## src/rtl/dual_irq_pkg.sv

```systemverilog
package dual_irq_pkg;
  typedef enum logic [1:0] {
    LVL_NONE = 2'd0,
    LVL_HORZ = 2'd1,
    LVL_VERT = 2'd2
  } irq_lvl_e;
endpackage

```

## src/rtl/dual_irq_pend.sv

```systemverilog
// One pending bit; a set in the same cycle as a clear wins.
module dual_irq_pend (
  input  logic clk,
  input  logic rst,
  input  logic set_i,
  input  logic clr_i,
  output logic pend_o,
  output logic nxt_o
);
  assign nxt_o = set_i | (pend_o & ~clr_i);

  always_ff @(posedge clk) begin
    if (rst) pend_o <= 1'b0;
    else     pend_o <= nxt_o;
  end
endmodule

```

## src/rtl/dual_irq_sub.sv

```systemverilog
// Unmaskable frame pulse lasting LINES line ticks.
module dual_irq_sub #(
  parameter int LINES = 1
) (
  input  logic clk,
  input  logic rst,
  input  logic start_i,
  input  logic tick_i,
  output logic pulse_o
);
  localparam int CW = $clog2(LINES + 1);
  localparam logic [CW-1:0] LOAD = CW'(LINES);

  logic [CW-1:0] cnt_q, cnt_d;

  always_comb begin
    cnt_d = cnt_q;
    if (start_i)                     cnt_d = LOAD;
    else if (tick_i && cnt_q != '0)  cnt_d = cnt_q - 1'b1;
  end

  always_ff @(posedge clk) begin
    if (rst) begin
      cnt_q   <= '0;
      pulse_o <= 1'b0;
    end else begin
      cnt_q   <= cnt_d;
      pulse_o <= (cnt_d != '0);
    end
  end
endmodule

```

## src/rtl/dual_irq_gen.sv

```systemverilog
module dual_irq_gen
  import dual_irq_pkg::*;
#(
  parameter int SUB_LINES = 1
) (
  input  logic       clk,
  input  logic       rst,
  input  logic       vblank_start_i,
  input  logic       hevent_i,
  input  logic       line_tick_i,
  input  logic       vint_en_i,
  input  logic       hint_en_i,
  input  logic       legacy_i,
  input  logic       iack_i,
  input  logic       stat_rd_i,
  output logic [1:0] lvl_o,
  output logic       vflag_o,
  output logic       sub_irq_o
);
  logic v_pend, v_nxt, h_pend, h_nxt;
  logic v_show, h_show, ack_ok, v_clr, h_clr;
  irq_lvl_e lvl_d;

  // An acknowledge takes every source the CPU can currently see.
  assign v_show = v_pend & vint_en_i;
  assign h_show = h_pend & hint_en_i;
  assign ack_ok = iack_i & ~legacy_i;
  assign v_clr  = stat_rd_i | (ack_ok & v_show);
  assign h_clr  = (stat_rd_i & legacy_i) | (ack_ok & h_show);

  dual_irq_pend u_v (
    .clk(clk), .rst(rst), .set_i(vblank_start_i), .clr_i(v_clr),
    .pend_o(v_pend), .nxt_o(v_nxt)
  );

  dual_irq_pend u_h (
    .clk(clk), .rst(rst), .set_i(hevent_i), .clr_i(h_clr),
    .pend_o(h_pend), .nxt_o(h_nxt)
  );

  always_comb begin
    if (v_nxt && vint_en_i)      lvl_d = LVL_VERT;
    else if (h_nxt && hint_en_i) lvl_d = LVL_HORZ;
    else                         lvl_d = LVL_NONE;
  end

  always_ff @(posedge clk) begin
    if (rst) lvl_o <= LVL_NONE;
    else     lvl_o <= lvl_d;
  end

  assign vflag_o = v_pend;

  dual_irq_sub #(.LINES(SUB_LINES)) u_sub (
    .clk(clk), .rst(rst), .start_i(vblank_start_i), .tick_i(line_tick_i),
    .pulse_o(sub_irq_o)
  );
endmodule

```

## config.mk

```make
export PLATFORM = sky130hd
export DESIGN_NAME = dual_irq_gen
export DESIGN_NICKNAME = d
export VERILOG_FILES = /design/src/rtl/dual_irq_pkg.sv /design/src/rtl/dual_irq_pend.sv /design/src/rtl/dual_irq_sub.sv /design/src/rtl/dual_irq_gen.sv
export SDC_FILE = /design/constraint.sdc
export NUM_CORES = 1
export LEC_CHECK = 0
export CORE_AREA = 5 5 42 44
export DETAILED_ROUTE_END_ITERATION = 16
export DIE_AREA = 0 0 47 49
export PLACE_DENSITY = 0.38
export SLEW_MARGIN = 20
export SYNTH_ARGS = -nofsm -noshare
export SYNTH_HDL_FRONTEND = slang
export SYNTH_SLANG_ARGS = --single-unit
```

## constraint.sdc

```tcl
create_clock -name clk -period 1.3 [get_ports clk]
set_input_delay 0.26 -clock clk [delete_from_list [all_inputs] [get_ports clk]]
set_output_delay 0.26 -clock clk [all_outputs]
set_load 0.02 [all_outputs]
```

==> Word-level counts from Yosys, hierarchy flattened <==
Index checks and enable logic that the tools add are counted.
Widths: inputs -> output; s select.
{ "op_classes": {"muxes": 4, "div_mod_pow": 0, "shifts": 0, "n_reduce_logical": 5, "mul": 0, "n_eq_ne": 0, "bitwise": 15, "magnitude_cmp": 0, "add_sub_neg": 1} }
{ "ops": {"columns": ["op", "count"], "rows": [
  ["$and 1x1->1", 8],
  ["$or 1x1->1", 4],
  ["$logic_and 1x1->1", 3],
  ["$mux 1", 3],
  ["$not 1->1", 3],
  ["$mux 2", 1],
  ["$reduce_bool 2->1", 1],
  ["$reduce_or 2->1", 1],
  ["$sub 1x1->1 const B", 1]
]} }
{ "word_totals": {"rom_bits": 0, "n_memories": 0, "register_bits": 5, "latchBits": 0, "ram_bits": 0} }

==> Logic depth before layout (Yosys ltp) <==
Gate-level depths: netlist (run 1).
{ "depth": {"ltp_word": 10, "depth_mapped": 3} }

==> Hierarchy <==
A second synthesis (run 1) with hierarchy kept.
{ "unflattened": {"cells_unflattened": 24, "area_unflattened_um2": 224.0} }
{ "modules_own_cells": {"columns": ["module", "cells_per_inst", "n_inst", "area_each_um2"], "rows": [
  ["dual_irq_pend", 5, 2, 50.0],
  ["dual_irq_gen", 10, 1, 85.1],
  ["dual_irq_sub", 4, 1, 38.8]
]} }

==> Least setup slack after synthesis (run 1) <==
No wires, ideal clock.
{ "synth_path": {"path_type": "reg-to-reg", "start": "register u_v.pend_o", "end": "register lvl_o[0]", "setup_slack_ps": 310, "n_path_buf": 0, "stages_incl_launch_ff": 4, "setup_ps": 116, "arrival_time_ps": 874, "path_cell_list": "dfxtp_1 -> nor2b_1 -> a21oi_1 -> o211a_1"} }
{ "synth_between": {"elab_chain_cells": 8} }
{ "synth_rtl": {"columns": ["item", "line", "source"], "rows": [
  ["start: declaration", "dual_irq_pend.sv:7", "output logic pend_o,"],
  ["start signal: assignment", "dual_irq_pend.sv:14", "else pend_o <= nxt_o;"],
  ["$and 1x1->1", "dual_irq_gen.sv:25", "assign v_show = v_pend & vint_en_i;"],
  ["$and 1x1->1", "dual_irq_gen.sv:28", "assign v_clr = stat_rd_i | (ack_ok & v_show);"],
  ["$or 1x1->1", "dual_irq_gen.sv:28", null],
  ["$not 1->1", "dual_irq_pend.sv:10", "assign nxt_o = set_i | (pend_o & ~clr_i);"],
  ["$and 1x1->1 *", "dual_irq_pend.sv:10", null],
  ["$or 1x1->1 *", "dual_irq_pend.sv:10", null],
  ["$logic_and 1x1->1 *", "dual_irq_gen.sv:42", "if (v_nxt && vint_en_i) lvl_d = LVL_VERT;"],
  ["$reduce_or 2->1 (no source line) *", null, null],
  ["end signal: assignment", "dual_irq_gen.sv:49", "else lvl_o <= lvl_d;"],
  ["end: declaration", "dual_irq_gen.sv:16", "output logic [1:0] lvl_o,"]
]} }
Every way passes the cells marked *; elsewhere a longest branch is shown, timed or not.
A chain may end at the register's enable or synchronous reset.

==> Worst setup path after layout (run 1) <==
{ "layout_path": {"start": "register u_sub.pulse_o", "end": "output sub_irq_o"} }
{ "layout_rtl": {"columns": ["item", "line", "source"], "rows": [
  ["start: declaration", "dual_irq_sub.sv:9", "output logic pulse_o"],
  ["start signal: assignment", "dual_irq_sub.sv:28", "pulse_o <= (cnt_d != '0);"],
  ["end: declaration", "dual_irq_gen.sv:18", "output logic sub_irq_o"]
]} }
No word-level cell between the ends.

==> results of run 1 <==
repair_timing:
item                                    CTS  global route
endpoints found under the hold margin     0             0
gates resized for setup                   4             0
endpoints found under the setup margin    4             0
hold buffers                              0             0
layout make-up:
cell class | instances | area share (%)
clock buffer | 4 | 6.86
inverter | 3 | 2.94
multi-input combinational | 14 | 22.2
sequential | 5 | 26.1
tap | 16 | 5.23
timing repair buffer | 15 | 36.6
report_power, final:
part           internal (uW)  switching (uW)
Combinational           45.2            31.1
Clock                    116            66.5
Sequential               164            2.96
worst max path at each step:
stage,start,endpoint,slack (ns),depth (start not counted)
after detailed placement,legacy_i,lvl_o[0],-0.05,4
after CTS,u_v.pend_o,vflag_o,0.12,1
after global placement,legacy_i,lvl_o[0],-0.04,4
after floorplan,u_v.pend_o,lvl_o[0],0.31,3
final,u_sub.pulse_o,sub_irq_o,0.13,1
after global routing,u_sub.pulse_o,sub_irq_o,0.07,1
kinds of logic (layout without fill, tap and decap cells):
kind of cell / Yosys count / in the layout / synth area share [%]
AO/OA/AOI/OAI: 5 / 5 / 17.8
flip-flops: 5 / 5 / 51.0
buffers and inverters: 3 / 22 / 5.73
AND/OR/NAND/NOR: 9 / 9 / 25.5
registers in the layout (all words and copies together) (netlist names):
name,count
u_sub.pulse_o,1
lvl_o,2
u_h.pend_o,1
u_v.pend_o,1
cell usage in the layout (no fill, tap or decap):
cell type / count
clkdlybuf4s50_1: 9
dfxtp_1: 5
dlygate4sd2_1: 4
inv_1: 3
a21oi_1: 3
clkbuf_4: 3
nand3b_1: 2
nor2b_1: 2
nor2_1: 2
buf_4: 2
nand2_1: 1
a32o_1: 1
nand2b_1: 1
nor3_1: 1
o211a_1: 1
clkbuf_1: 1
per-stage QoR:
stage	cells	total power [uW]	setup slack, ns
floorplan	22	197	0.310
global placement	53	252	-0.0397
detailed placement	53	252	-0.0528
CTS	57	432	0.118
global route	57	447	0.0699
finish	57	426	0.127
per-layer routing:
metal,up-vias,share of wire (%),track usage (%)
met5,-,0,0
met4,0,6.2,8.29
met3,5,12,3.32
met2,14,37,7.69
met1,85,45,7.21
li1,112,-,-
==> impl_results.md, run 1 <==
- Die area: 0.00230 sq mm
- Hpwl dp: 484 um
- H-tree levels: 1
- Gpl congestion: 0.749
- Top post-synthesis cells by count: dfxtp_1 (5), a21oi_1 (3), inv_1 (3)
- CP max FO: 2
- Iteration-0 DRC count of the detailed router: 0
- Grt ovf: 0
- HP Start: u_sub.pulse_o
- First-pass GRT wire length: 1000 um
- RSZ-0062 raised after global routing: false
- Clk root buf: clkbuf_4
- Seq/Total Area, Yosys: 51.0%
- Status: finished clean
- Most frequent cell after synthesis: dfxtp_1
- Setup violators final: 0
- Clock network latency to the later pin of the worst-skew pair: 0.25 ns
- Routed Antenna Nets: 0
- Syn Area/Cell: 8.93 sq um
- Aggregate global-route resource usage: 6.61%
- Largest net degree at the start of global routing: 5
- Via density: 3.79
- CP arrival: 0.91 ns
- IO buf count: 13
- Syn Nets: 32
- Mapped Area: 196 sq um
- CP max stage delay: 0.34 ns
- Ys flop type: dfxtp_1
- Final hold vios: 0
- Peak Freq: 853 MHz
- Crit-path leading delay family: buffers and inverters
- WHS Endpoint: u_sub.pulse_o
- CP bufs+invs: 1
- RR Endpoint: lvl_o[0]
- Cells after Synth: 22
- Pins Over Slew Limit: 0
- Largest buffer count on any clock path: 2
- Worst slew margin: 85.7%
- N_diodes: 0
- Finished Core Util: 27.3%
- Post-Place Cell Area: 362 sq um
- Yosys reg bits: 5
- DR pass1 iterations: 1
- TNS Setup: 0 ns
- Die Ht: 49 um
- Share of cells above drive strength 1: 12.2%
- Die Wd: 47 um
- Tcrit/Tclk final: 90.2%
- Slew at the pin closest to its max-slew limit: 0.215 ns
- Worst vdd rail ir drop: 438 uV
- Top cell type's share of synthesized area: 51.0%
- Worst-path cell chain: dlygate4sd2_1
- Vias in the first global route: 234
- Worst hold path type: reg -> reg
- Pwr dens: 1110 mW/mm^2
- Slowest-stage cell, CP: dlygate4sd2_1
- Yosys cell types: 11
- FF/Latch Area: 100 sq um
- Fin Hold WS: 0.497 ns
- Synth area leaders: dfxtp_1 (51%), a21oi_1 (7.6%), nand3b_1 (7.6%), nor2b_1 (6.4%), inv_1 (5.7%)
- Reg2Reg Depth: 3
- Hold path depth: 2
- Routed wire per std cell: 9.88 um
- R2R setup slack: 0.38 ns
- Worst Clk Skew: 0.00477 ns
- DRC viols: 0
- Setup Crit Path Kind: reg -> out
- Setup Fix Bufs, Post-CTS: 0
- Core Region: 0.00140 sq mm
- Vias post-DR: 216
- RR Startpoint: u_v.pend_o
- FP Rows: 14
- Area occupied by multi-input gates: 85.1 sq um
- Ports: 14
- WP data required: 1.04 ns
- Worst setup SP type: flip-flop
- CTS tree: done
- Leakage: 0.000180 uW
- Syn. warnings: 0
- Clock transition at the registers of the reported paths: 0.04 ns
- Number of synthesized flops with an enable pin: 0
- Period minus WS final: 1.17 ns
- Largest area contributor in the netlist: dfxtp_1
- FFs w/ async S/R, synth: 0%
- Total Routed Length: 563 um
- Initial Util: 14.0%
- Area grow syn2layout: 94.9%
- Final nets: 52
- Clock tree sinks: 5
- Max-cap violations: 0
- CTS buffer count: 3
- Initial antenna violation count: 0
- FILL cells: 162
- CP endpoint kind: output port
- Final Cell Area: 383 sq um
(Power assumes the default switching activity.)
==> inputs of run 2 (changes only) <==
--- a/config.mk
+++ b/config.mk
@@ -8,7 +8,6 @@
 export CORE_AREA = 5 5 42 44
 export DETAILED_ROUTE_END_ITERATION = 16
 export DIE_AREA = 0 0 47 49
-export PLACE_DENSITY = 0.38
 export SLEW_MARGIN = 20
 export SYNTH_ARGS = -nofsm -noshare
 export SYNTH_HDL_FRONTEND = slang
==> impl_results.md, run 2 (synthesis gave the netlist of run 1 again) <==
- Setup Fix Bufs, Post-CTS: 0 (unchanged)
- N_diodes: 0 (unchanged)
- Slew at the pin closest to its max-slew limit: 0.222 ns (+0.00760 ns)
- TNS Setup: 0 ns (unchanged)
- Crit. Startpoint: u_sub.pulse_o
- Slowest-stage cell, CP: dlygate4sd2_1
- Hpwl dp: 424 um (-12%)
- Pins Over Slew Limit: 0 (unchanged)
- Initial Util: 14.0% (unchanged)
- Worst-path cell chain: dlygate4sd2_1
- Peak Freq: 865 MHz (+1.4%)
- Total power: 419 uW (-1.6%)
- DR pass1 iterations: 4 (+3)
- Period minus WS final: 1.16 ns (-0.0160 ns)
- Share of cells above drive strength 1: 12.2% (unchanged)
- IO buf count: 13 (unchanged)
- Most common cell after layout, fill and taps aside: clkdlybuf4s50_1
- Crit-path leading delay family: buffers and inverters
- Ports: 14 (unchanged)
- Worst setup SP type: flip-flop
- Setup violators final: 0 (unchanged)
- Routed Antenna Nets: 0 (unchanged)
- Final nets: 52 (unchanged)
- Crit path depth: 1 (unchanged)
- Area grow syn2layout: 94.9% (unchanged)
- Reg2Reg Depth: 3 (unchanged)
- Vias in the first global route: 225 (-3.8%)
- Pwr dens: 1090 mW/mm^2 (-1.6%)
- Grt ovf: 0 (unchanged)
- Finished Core Util: 27.3% (unchanged)
- Routed wire per std cell: 9.70 um (-1.8%)
- Largest buffer count on any clock path: 2 (unchanged)
- CP arrival: 0.90 ns (about the same)
- Max-cap violations: 0 (unchanged)
- CP bufs+invs: 1 (unchanged)
- RR Endpoint: lvl_o[0]
- Largest net degree at the start of global routing: 5 (unchanged)
- CP max FO: 2 (unchanged)
- Worst setup endpoint: sub_irq_o
- R2R setup slack: 0.39 ns (about the same)
- Gpl congestion: 0.743 (-0.76%)
- Top reg by flops: lvl_o
- Worst slew margin: 85.2% (-0.45 points)
- Core Region: 0.00140 sq mm (unchanged)
- RSZ-0062 raised after global routing: false
- Via density: 3.77 (-0.46%)
- Total Routed Length: 553 um (-1.8%)
- Setup Crit Path Kind: reg -> out
- Die Ht: 49 um (unchanged)
- Largest register FFs: 2 (unchanged)
- H-tree levels: 1 (unchanged)
- First-pass GRT wire length: 890 um (-11%)
- Pre-CTS setup slack: -0.0709 ns (-0.0181 ns)
- CTS tree: done
- Clock tree sinks: 5 (unchanged)
- Tcrit/Tclk final: 89.0% (-1.2 points)
- Final hold vios: 0 (unchanged)
- CP max stage delay: 0.34 ns (about the same)
- DRC viols: 0 (unchanged)
- Die area: 0.00230 sq mm (unchanged)
- Leakage: 0.000180 uW (unchanged)
- Clk root buf: clkbuf_4
- Worst vdd rail ir drop: 291 uV (-34%)
- CP endpoint kind: output port
- Worst Clk Skew: 0.000907 ns (-0.00386 ns)
- Status: finished clean
- RR Startpoint: u_v.pend_o
- Clock network latency to the later pin of the worst-skew pair: 0.24 ns (about the same)
- Clock transition at the registers of the reported paths: 0.04 ns (about the same)
- Placed cells: 53 (unchanged)
- CTS buffer count: 3 (unchanged)
- Aggregate global-route resource usage: 5.85% (-0.76 points)
- Worst hold path type: reg -> reg
- Vias post-DR: 215 (-0.46%)
- Most frequent cells in the layout: clkdlybuf4s50_1 (9), dfxtp_1 (5), dlygate4sd2_1 (4)
- Die Wd: 47 um (unchanged)
- FP Rows: 14 (unchanged)
- WP data required: 1.04 ns (about the same)
- Iteration-0 DRC count of the detailed router: 2 (+2)
- Post-route setup slack: 0.143 ns (+0.0160 ns)
- Initial antenna violation count: 0 (unchanged)
- Finished Layout Cells: 57 (unchanged)
==> run 2: cell counts in the layout (fill, tap and decap cells not counted) <==
Identical to the previous run, type by type.
==> run 2: layer usage <==
| metal | vias to the layer above | wire, um | global-route usage, % |
|---|---|---|---|
| met2 | 11 | 212 | 6.33 |
| met5 | - | 0 | 0 |
| li1 | 112 | - | - |
| met3 | 2 | 100 | 4.06 |
| met1 | 90 | 227 | 7.05 |
| met4 | 0 | 12 | 5.53 |
==> run 2: what timing repair did <==
| action | 4_1_cts | 5_1_grt |
|---|---|---|
| endpoints found under the setup margin | 4 | 0 |
| resized for setup | 4 | 0 |
| hold buffers | 0 | 0 |
| hold endpoints to repair | 0 | 0 |
==> run 2: layout make-up <==
| cell class | instances | area [sq um] |
|---|---|---|
| sequential | 5 | 100 |
| fill | 169 | 1020 |
| tap | 16 | 20.0 |
| multi-input combinational | 14 | 85.1 |
| inverter | 3 | 11.3 |
| clock buffer | 4 | 26.3 |
| timing repair buffer | 15 | 140 |
==> run 2: power breakdown <==
part | total (uW) | switching, uW | internal (uW)
sequential | 167 | 2.78 | 164
combinational | 75.5 | 30.3 | 45.1
clock | 177 | 61.1 | 116
==> run 2: worst min path at each step <==
stage                        from       endpoint  slack [ns]  cells after the start
floorplan                     rst  u_sub.pulse_o        0.33                      1
global placement    u_sub.pulse_o  u_sub.pulse_o        0.48                      2
detailed placement  u_sub.pulse_o  u_sub.pulse_o        0.49                      2
CTS                 u_sub.pulse_o  u_sub.pulse_o        0.49                      2
global route        u_sub.pulse_o  u_sub.pulse_o        0.51                      2
finish              u_sub.pulse_o  u_sub.pulse_o        0.49                      2
==> run 2: worst min-delay path, stage by stage (launching register included) <==
cell and delay (ns):
dfxtp_1 0.32, a21oi_1 0.06, nor2_1 0.07
==> run 2: stage by stage <==
stage          area (sq um)  hold WS, ns
2_1_floorplan           196        0.332
3_3_place_gp            362        0.479
3_5_place_dp            362        0.490
4_1_cts                 383        0.494
5_1_grt                 383        0.514
6_report                383        0.490
